File: config.mk
export PLATFORM = sky130hd
export DESIGN_NAME = adc_seq_top
export DESIGN_NICKNAME = d
export VERILOG_FILES = /design/src/rtl/adc_seq_pkg.sv /design/src/rtl/adc_seq_trig.sv /design/src/rtl/adc_seq_ovr.sv /design/src/rtl/adc_seq_fsm.sv /design/src/rtl/adc_seq_top.sv
export SDC_FILE = /design/constraint.sdc
export NUM_CORES = 1
export LEC_CHECK = 0
export BUFFER_PORTS_ARGS = -buffer_cell sky130_fd_sc_hd__buf_4
export CAP_MARGIN = 40
export CORE_MARGIN = 3
export CORE_UTILIZATION = 49
export DETAILED_ROUTE_END_ITERATION = 10
export GPL_TIMING_DRIVEN = 0
export MAX_ROUTING_LAYER = met4
export PLACE_DENSITY = 0.75
export SYNTH_ARGS = -nofsm -noshare
export SYNTH_HDL_FRONTEND = slang
export SYNTH_SLANG_ARGS = --single-unit
File: constraint.sdc
create_clock -name clk -period 1.8 [get_ports clk]
set_clock_uncertainty 0.05 [all_clocks]
set_input_delay 0.45 -clock clk [delete_from_list [all_inputs] [get_ports clk]]
set_output_delay 0.45 -clock clk [all_outputs]
set_load 0.005 [all_outputs]
File: src/rtl/adc_seq_pkg.sv
package adc_seq_pkg;
    typedef enum logic [1:0] {
        ST_IDLE   = 2'd0,
        ST_SAMPLE = 2'd1,
        ST_CONV   = 2'd2
    } seq_state_e;

    function automatic logic is_busy(input seq_state_e st, input logic async_mode);
        return (st == ST_CONV) || ((st == ST_SAMPLE) && !async_mode);
    endfunction
endpackage

File: src/rtl/adc_seq_trig.sv
module adc_seq_trig #(
    parameter int SYNC_STAGES = 2
) (
    input  logic clk,
    input  logic rst_n,
    input  logic sel_pin,
    input  logic timer_evt,
    input  logic pin_in,
    output logic trig
);
    logic [SYNC_STAGES-1:0] sync_q;
    logic                   last_q;
    logic                   pin_rise;

    generate
        for (genvar i = 0; i < SYNC_STAGES; i++) begin : g_sync
            if (i == 0) begin : g_first
                always_ff @(posedge clk or negedge rst_n) begin
                    if (!rst_n) sync_q[0] <= 1'b0;
                    else        sync_q[0] <= pin_in;
                end
            end else begin : g_next
                always_ff @(posedge clk or negedge rst_n) begin
                    if (!rst_n) sync_q[i] <= 1'b0;
                    else        sync_q[i] <= sync_q[i-1];
                end
            end
        end
    endgenerate

    always_ff @(posedge clk or negedge rst_n) begin
        if (!rst_n) last_q <= 1'b0;
        else        last_q <= sync_q[SYNC_STAGES-1];
    end

    always_comb begin
        pin_rise = sync_q[SYNC_STAGES-1] & ~last_q;
        trig     = sel_pin ? pin_rise : timer_evt;
    end

    // a held pin yields one single-cycle event
    p_rise_single_r9: assert property (@(posedge clk) disable iff (!rst_n)
        pin_rise |=> !pin_rise);
endmodule

File: src/rtl/adc_seq_ovr.sv
module adc_seq_ovr (
    input  logic clk,
    input  logic rst_n,
    input  logic set_i,
    input  logic clr_i,
    output logic flag
);
    always_ff @(posedge clk or negedge rst_n) begin
        if (!rst_n)     flag <= 1'b0;
        else if (set_i) flag <= 1'b1;
        else if (clr_i) flag <= 1'b0;
    end

    p_ovr_set_r8: assert property (@(posedge clk) disable iff (!rst_n)
        set_i |=> flag);
    p_ovr_sticky_r8: assert property (@(posedge clk) disable iff (!rst_n)
        (flag && !clr_i) |=> flag);
endmodule

File: src/rtl/adc_seq_fsm.sv
module adc_seq_fsm
    import adc_seq_pkg::*;
#(
    parameter int LEN_W = 8
) (
    input  logic             clk,
    input  logic             rst_n,
    input  logic             en,
    input  logic             mode_async,
    input  logic             trig,
    input  logic [LEN_W-1:0] samp_len,
    input  logic             conv_done,
    output logic             samp_sw,
    output logic             conv_start,
    output logic             busy
);
    localparam logic [LEN_W-1:0] LEN_ONE = LEN_W'(1);

    seq_state_e       state_q, state_d;
    logic [LEN_W-1:0] cnt_q, cnt_d;
    logic [LEN_W-1:0] eff_len;
    logic             mode_q;
    logic             cs_q, cs_d;

    assign eff_len = (samp_len == '0) ? LEN_ONE : samp_len;

    // next-state logic
    always_comb begin
        state_d = state_q;
        cnt_d   = cnt_q;
        cs_d    = 1'b0;
        if (!en) begin
            state_d = ST_IDLE;
        end else begin
            unique case (state_q)
                ST_IDLE: begin
                    if (mode_async) begin
                        state_d = ST_SAMPLE;
                    end else if (trig) begin
                        state_d = ST_SAMPLE;
                        cnt_d   = eff_len - LEN_ONE;
                    end
                end
                ST_SAMPLE: begin
                    if (mode_q) begin
                        if (trig) begin
                            state_d = ST_CONV;
                            cs_d    = 1'b1;
                        end
                    end else if (cnt_q == '0) begin
                        state_d = ST_CONV;
                        cs_d    = 1'b1;
                    end else begin
                        cnt_d = cnt_q - LEN_ONE;
                    end
                end
                ST_CONV: begin
                    if (conv_done) state_d = mode_q ? ST_SAMPLE : ST_IDLE;
                end
                default: state_d = ST_IDLE;
            endcase
        end
    end

    // state register
    always_ff @(posedge clk or negedge rst_n) begin
        if (!rst_n) begin
            state_q <= ST_IDLE;
            cnt_q   <= '0;
            mode_q  <= 1'b0;
            cs_q    <= 1'b0;
        end else begin
            state_q <= state_d;
            cnt_q   <= cnt_d;
            cs_q    <= cs_d;
            if (state_q == ST_IDLE) mode_q <= mode_async;
        end
    end

    // outputs
    always_comb begin
        samp_sw    = (state_q == ST_SAMPLE);
        conv_start = cs_q;
        busy       = is_busy(state_q, mode_q);
    end

    p_strobe_single_r4: assert property (@(posedge clk) disable iff (!rst_n)
        conv_start |=> !conv_start);
    p_sw_strobe_excl_r4: assert property (@(posedge clk) disable iff (!rst_n)
        !(samp_sw && conv_start));
    p_window_hold_r3: assert property (@(posedge clk) disable iff (!rst_n)
        (en && state_q == ST_SAMPLE && !mode_q && cnt_q != '0) |=> samp_sw);
    p_busy_hold_r5: assert property (@(posedge clk) disable iff (!rst_n)
        (en && state_q == ST_CONV && !conv_done) |=> (state_q == ST_CONV));
    p_disable_idle_r10: assert property (@(posedge clk) disable iff (!rst_n)
        !en |=> (!samp_sw && !conv_start && !busy));
    p_async_arm_r6: assert property (@(posedge clk) disable iff (!rst_n)
        (en && mode_async && state_q == ST_IDLE) |=> samp_sw);
endmodule

File: src/rtl/adc_seq_top.sv
module adc_seq_top #(
    parameter int LEN_W       = 8,
    parameter int SYNC_STAGES = 2
) (
    input  logic             clk,
    input  logic             rst_n,
    input  logic             en,
    input  logic             mode_async,
    input  logic             trig_sel_pin,
    input  logic             timer_evt,
    input  logic             pin_trig,
    input  logic [LEN_W-1:0] samp_len,
    input  logic             conv_done,
    input  logic             ovr_clr,
    output logic             samp_sw,
    output logic             conv_start,
    output logic             busy,
    output logic             overrun
);
    logic trig;
    logic ovr_set;

    adc_seq_trig #(.SYNC_STAGES(SYNC_STAGES)) u_trig (
        .clk       (clk),
        .rst_n     (rst_n),
        .sel_pin   (trig_sel_pin),
        .timer_evt (timer_evt),
        .pin_in    (pin_trig),
        .trig      (trig)
    );

    adc_seq_fsm #(.LEN_W(LEN_W)) u_fsm (
        .clk        (clk),
        .rst_n      (rst_n),
        .en         (en),
        .mode_async (mode_async),
        .trig       (trig),
        .samp_len   (samp_len),
        .conv_done  (conv_done),
        .samp_sw    (samp_sw),
        .conv_start (conv_start),
        .busy       (busy)
    );

    assign ovr_set = trig & busy & en;

    adc_seq_ovr u_ovr (
        .clk   (clk),
        .rst_n (rst_n),
        .set_i (ovr_set),
        .clr_i (ovr_clr),
        .flag  (overrun)
    );
endmodule

==> summary.md <==
| Metric | Value |
|---|---|
| Most frequent cell after synthesis | dfrtp_1 |
| CTS H-tree lvls | 1 |
| Crit path capture type | flop |
| CTS tree | done |
| Final Hold Viols | 0 |
| Crit path required time | 1.96 ns |
| Sw Pwr | 0.586 mW |
| Unrepaired setup endpoints after global routing | true |
| CTS Buf Count | 3 |
| Starting Density | 53.9% |
| Period utilization | 108% |
| CP startpoint kind | input port |
| Worst Tran Pin Value | 0.459 ns |
| Clk root buf | clkbuf_4 |
| Compound-gate portion of the synthesized area | 26.8% |
| Setup slack at placement | -0.471 ns |
| Largest family of logic cells by synthesized area | compound AO/OA/AOI/OAI gates |
| Crit Path Class | in -> reg |
| Cell-internal power | 0.926 mW |
| PortBufs | 20 |
| Drc violations | 0 |
| Comb pwr share | 41.9% |
| Clock power frac | 16.5% |
| Post-Layout Cell Count | 183 |
| Vias | 1,168 |
| Number of global-route vias before repair | 1,095 |
| Die W | 53.6 um |
| Antenna violations before repair | 0 |
| Syn Area/Cell | 9.59 um2 |
| Sequential fraction of the synthesis area | 36.0% |
| Top post-synthesis cells by count | dfrtp_1, nor2_1, inv_1 |
| Clock latency on the worst-skew pair | 0.30 ns |
| Antenna-violating nets left | 0 |
| Post-synth design cell area | 1110 um2 |
| Simple-Gate Fraction of Synth Area | 25.2% |
| Vert. Die Dim | 53.6 um |
| Yosys reg bits | 16 |
| Share of cells above drive strength 1 | 46.2% |
| Minimum clock period after layout | 1.94 ns |
| Power per Cell Area | 938 nW/um2 |
| Worst slew margin | 69.2% |
| Synth Instances | 116 |
| Count of cell types in the netlist | 45 |
| Post-synthesis mux area share | 5.51% |
| Io pins | 21 |
| Setup-failing EPs final | 6 |
| Outcome | complete, but fails checks |
| Sw Ratio | 38.8% |
| Fmax | 516 MHz |
| Initial DRC Count | 63 |
| Vias/cell | 6.38 |
| Largest net degree at the start of global routing | 17 |
| P&R area growth vs syn | 44.9% |
| Placed Cells | 163 |
| Max-cap viol count | 0 |
| Hold Path Class | in -> reg |
| Fin nets | 175 |
| Clk sinks | 16 |
| 1st-pass router iterations | 4 |
| Row cnt | 16 |
| Fill cell count | 119 |
| Total Power | 1.51 mW |
| Adder-cell area share of the yosys netlist | 1.12% |
| Final wirelength | 3290 um |
| Overall Global Routing Usage | 27.0% |
| Sequential share of power | 41.6% |
| Post-synth top area cell | dfrtp_1 |
| Full die area | 2880 um2 |
| XOR/XNOR Fraction of Synth Area | 0% |
| Total negative slack | -0.431 ns |
| FFs w/ async S/R, synth | 100% |
| HPWL after detailed placement | 2040 um |
| Post-synth EDFFs | 0 |
| Core footprint | 2060 um2 |
| Post-route setup slack | -0.138 ns |
| Ant. Diodes | 0 |
| Mapped Nets | 134 |
| Worst vdd ir | 0.650 mV |
| DR WL/cell | 18.0 um |
| Yosys warns | 0 |
| Failing checks | negative setup slack |
| Gpl congestion | 0.880 |
| Lkg Pwr | 0.707 nW |
| Highest fanout seen on the critical path | 6 |
| Clock buffer depth | 2 |
| Slew Limit Fails | 0 |
| Most common flop cell mapped by yosys | dfrtp_1 |
| GRT overflow | 0 |
| First-pass GRT wire length | 5370 um |
| Yosys top cell area share | 36.0% |
| CTS clk-pin slew, worst paths | 0.10 ns |
| Largest cells by area after synthesis | dfrtp_1, nor4_2, nor2_1, nor3_1, o21ai_0 |
| Worst path arrival time | 2.10 ns |
==> final cells by class <==
type / count / area, um2 / area share, %
Buffer: 2 / 26.3 / 1.63
Clock buffer: 4 / 36.3 / 2.25
Inverter: 8 / 32.5 / 2.02
Multi-Input combinational cell: 89 / 752 / 46.7
Sequential cell: 16 / 403 / 25.0
Tap cell: 27 / 33.8 / 2.10
Timing Repair Buffer: 37 / 328 / 20.3
==> what timing repair did <==
action | 4_1_cts | 5_1_grt
pin swaps | 5 | 1
hold endpoints to repair | 16 | 0
hold buffers | 1 | 0
gates cloned | 0 | 0
gates resized for setup | 26 | 4
setup endpoints to repair | 7 | 9
setup buffers | 16 | 0
==> worst paths after layout <==
kind	from	endpoint	slack (ns)	depth (start not counted)
worst max-delay path	samp_len[3]	u_fsm.cnt_q[2]$_DFFE_PN0P_	-0.14	8
worst min register to register	u_trig.sync_q[0]$_DFF_PN0_	u_trig.sync_q[1]$_DFF_PN0_	0.31	0
min in group asynchronous	rst_n	u_fsm.cnt_q[4]$_DFFE_PN0P_	0.48	2
max in group asynchronous	rst_n	u_fsm.state_q[1]$_DFFE_PN0P_	1.02	2
worst min-delay path	pin_trig	u_trig.sync_q[0]$_DFF_PN0_	0.20	1
worst max register to register	u_fsm.state_q[0]$_DFFE_PN0P_	u_fsm.cnt_q[2]$_DFFE_PN0P_	-0.11	6
==> cells by family after synthesis <==
family,after synthesis
compound gates,39
mux,5
buf+inv,11
simple gates,44
flops,16
fa+ha+maj,1
==> cells in the final DEF (no fill, tap or decap), types with 3 or more instances in the layout <==
master	count
buf_4	29
clkbuf_4	3
a32o_1	3
o21ai_0	6
nor3_1	5
nand2_1	5
inv_1	7
nor2_1	10
dfrtp_1	14
nor4_2	3
o211ai_1	4
buf_6	5
==> metrics by stage <==
step	hold WS, ns	area, um2	utilization, %
global placement	0.269	1300	63.0
floorplan	0.104	1110	-
CTS	0.201	1600	77.8
detailed placement	0.270	1300	63.0
finish	0.201	1610	78.2
global route	0.178	1610	78.2
==> critical path, stage by stage <==
cell      delay, ns
buf_8          0.09
or4_4          0.54
nor4_4         0.20
o31ai_4        0.09
ha_2           0.22
buf_12         0.14
buf_12         0.12
a221oi_2       0.24
==> power groups by stage <==
stage	combinational, mW	sequential [mW]	clock [mW]
floorplan	0.328	0.577	0
global placement	0.430	0.608	0
detailed placement	0.442	0.622	0
CTS	0.610	0.617	0.256
global route	0.684	0.642	0.283
finish	0.633	0.629	0.250
==> state kept, by name (all words and copies together) (netlist names) <==
name	count
u_trig.sync_q	2
u_fsm.cnt_q	8
u_fsm.state_q	2
u_fsm.mode_q	1
u_ovr.flag	1
u_fsm.conv_start	1
u_trig.last_q	1
==> per-layer routing <==
layer / part of all wire (%) / global-route usage [%]
met1: 42 / 36.4
met2: 48 / 40.8
met3: 7.4 / 3.60
met4: 2.3 / 10.6
met5: 0 / -
(Power assumes the default switching activity.)
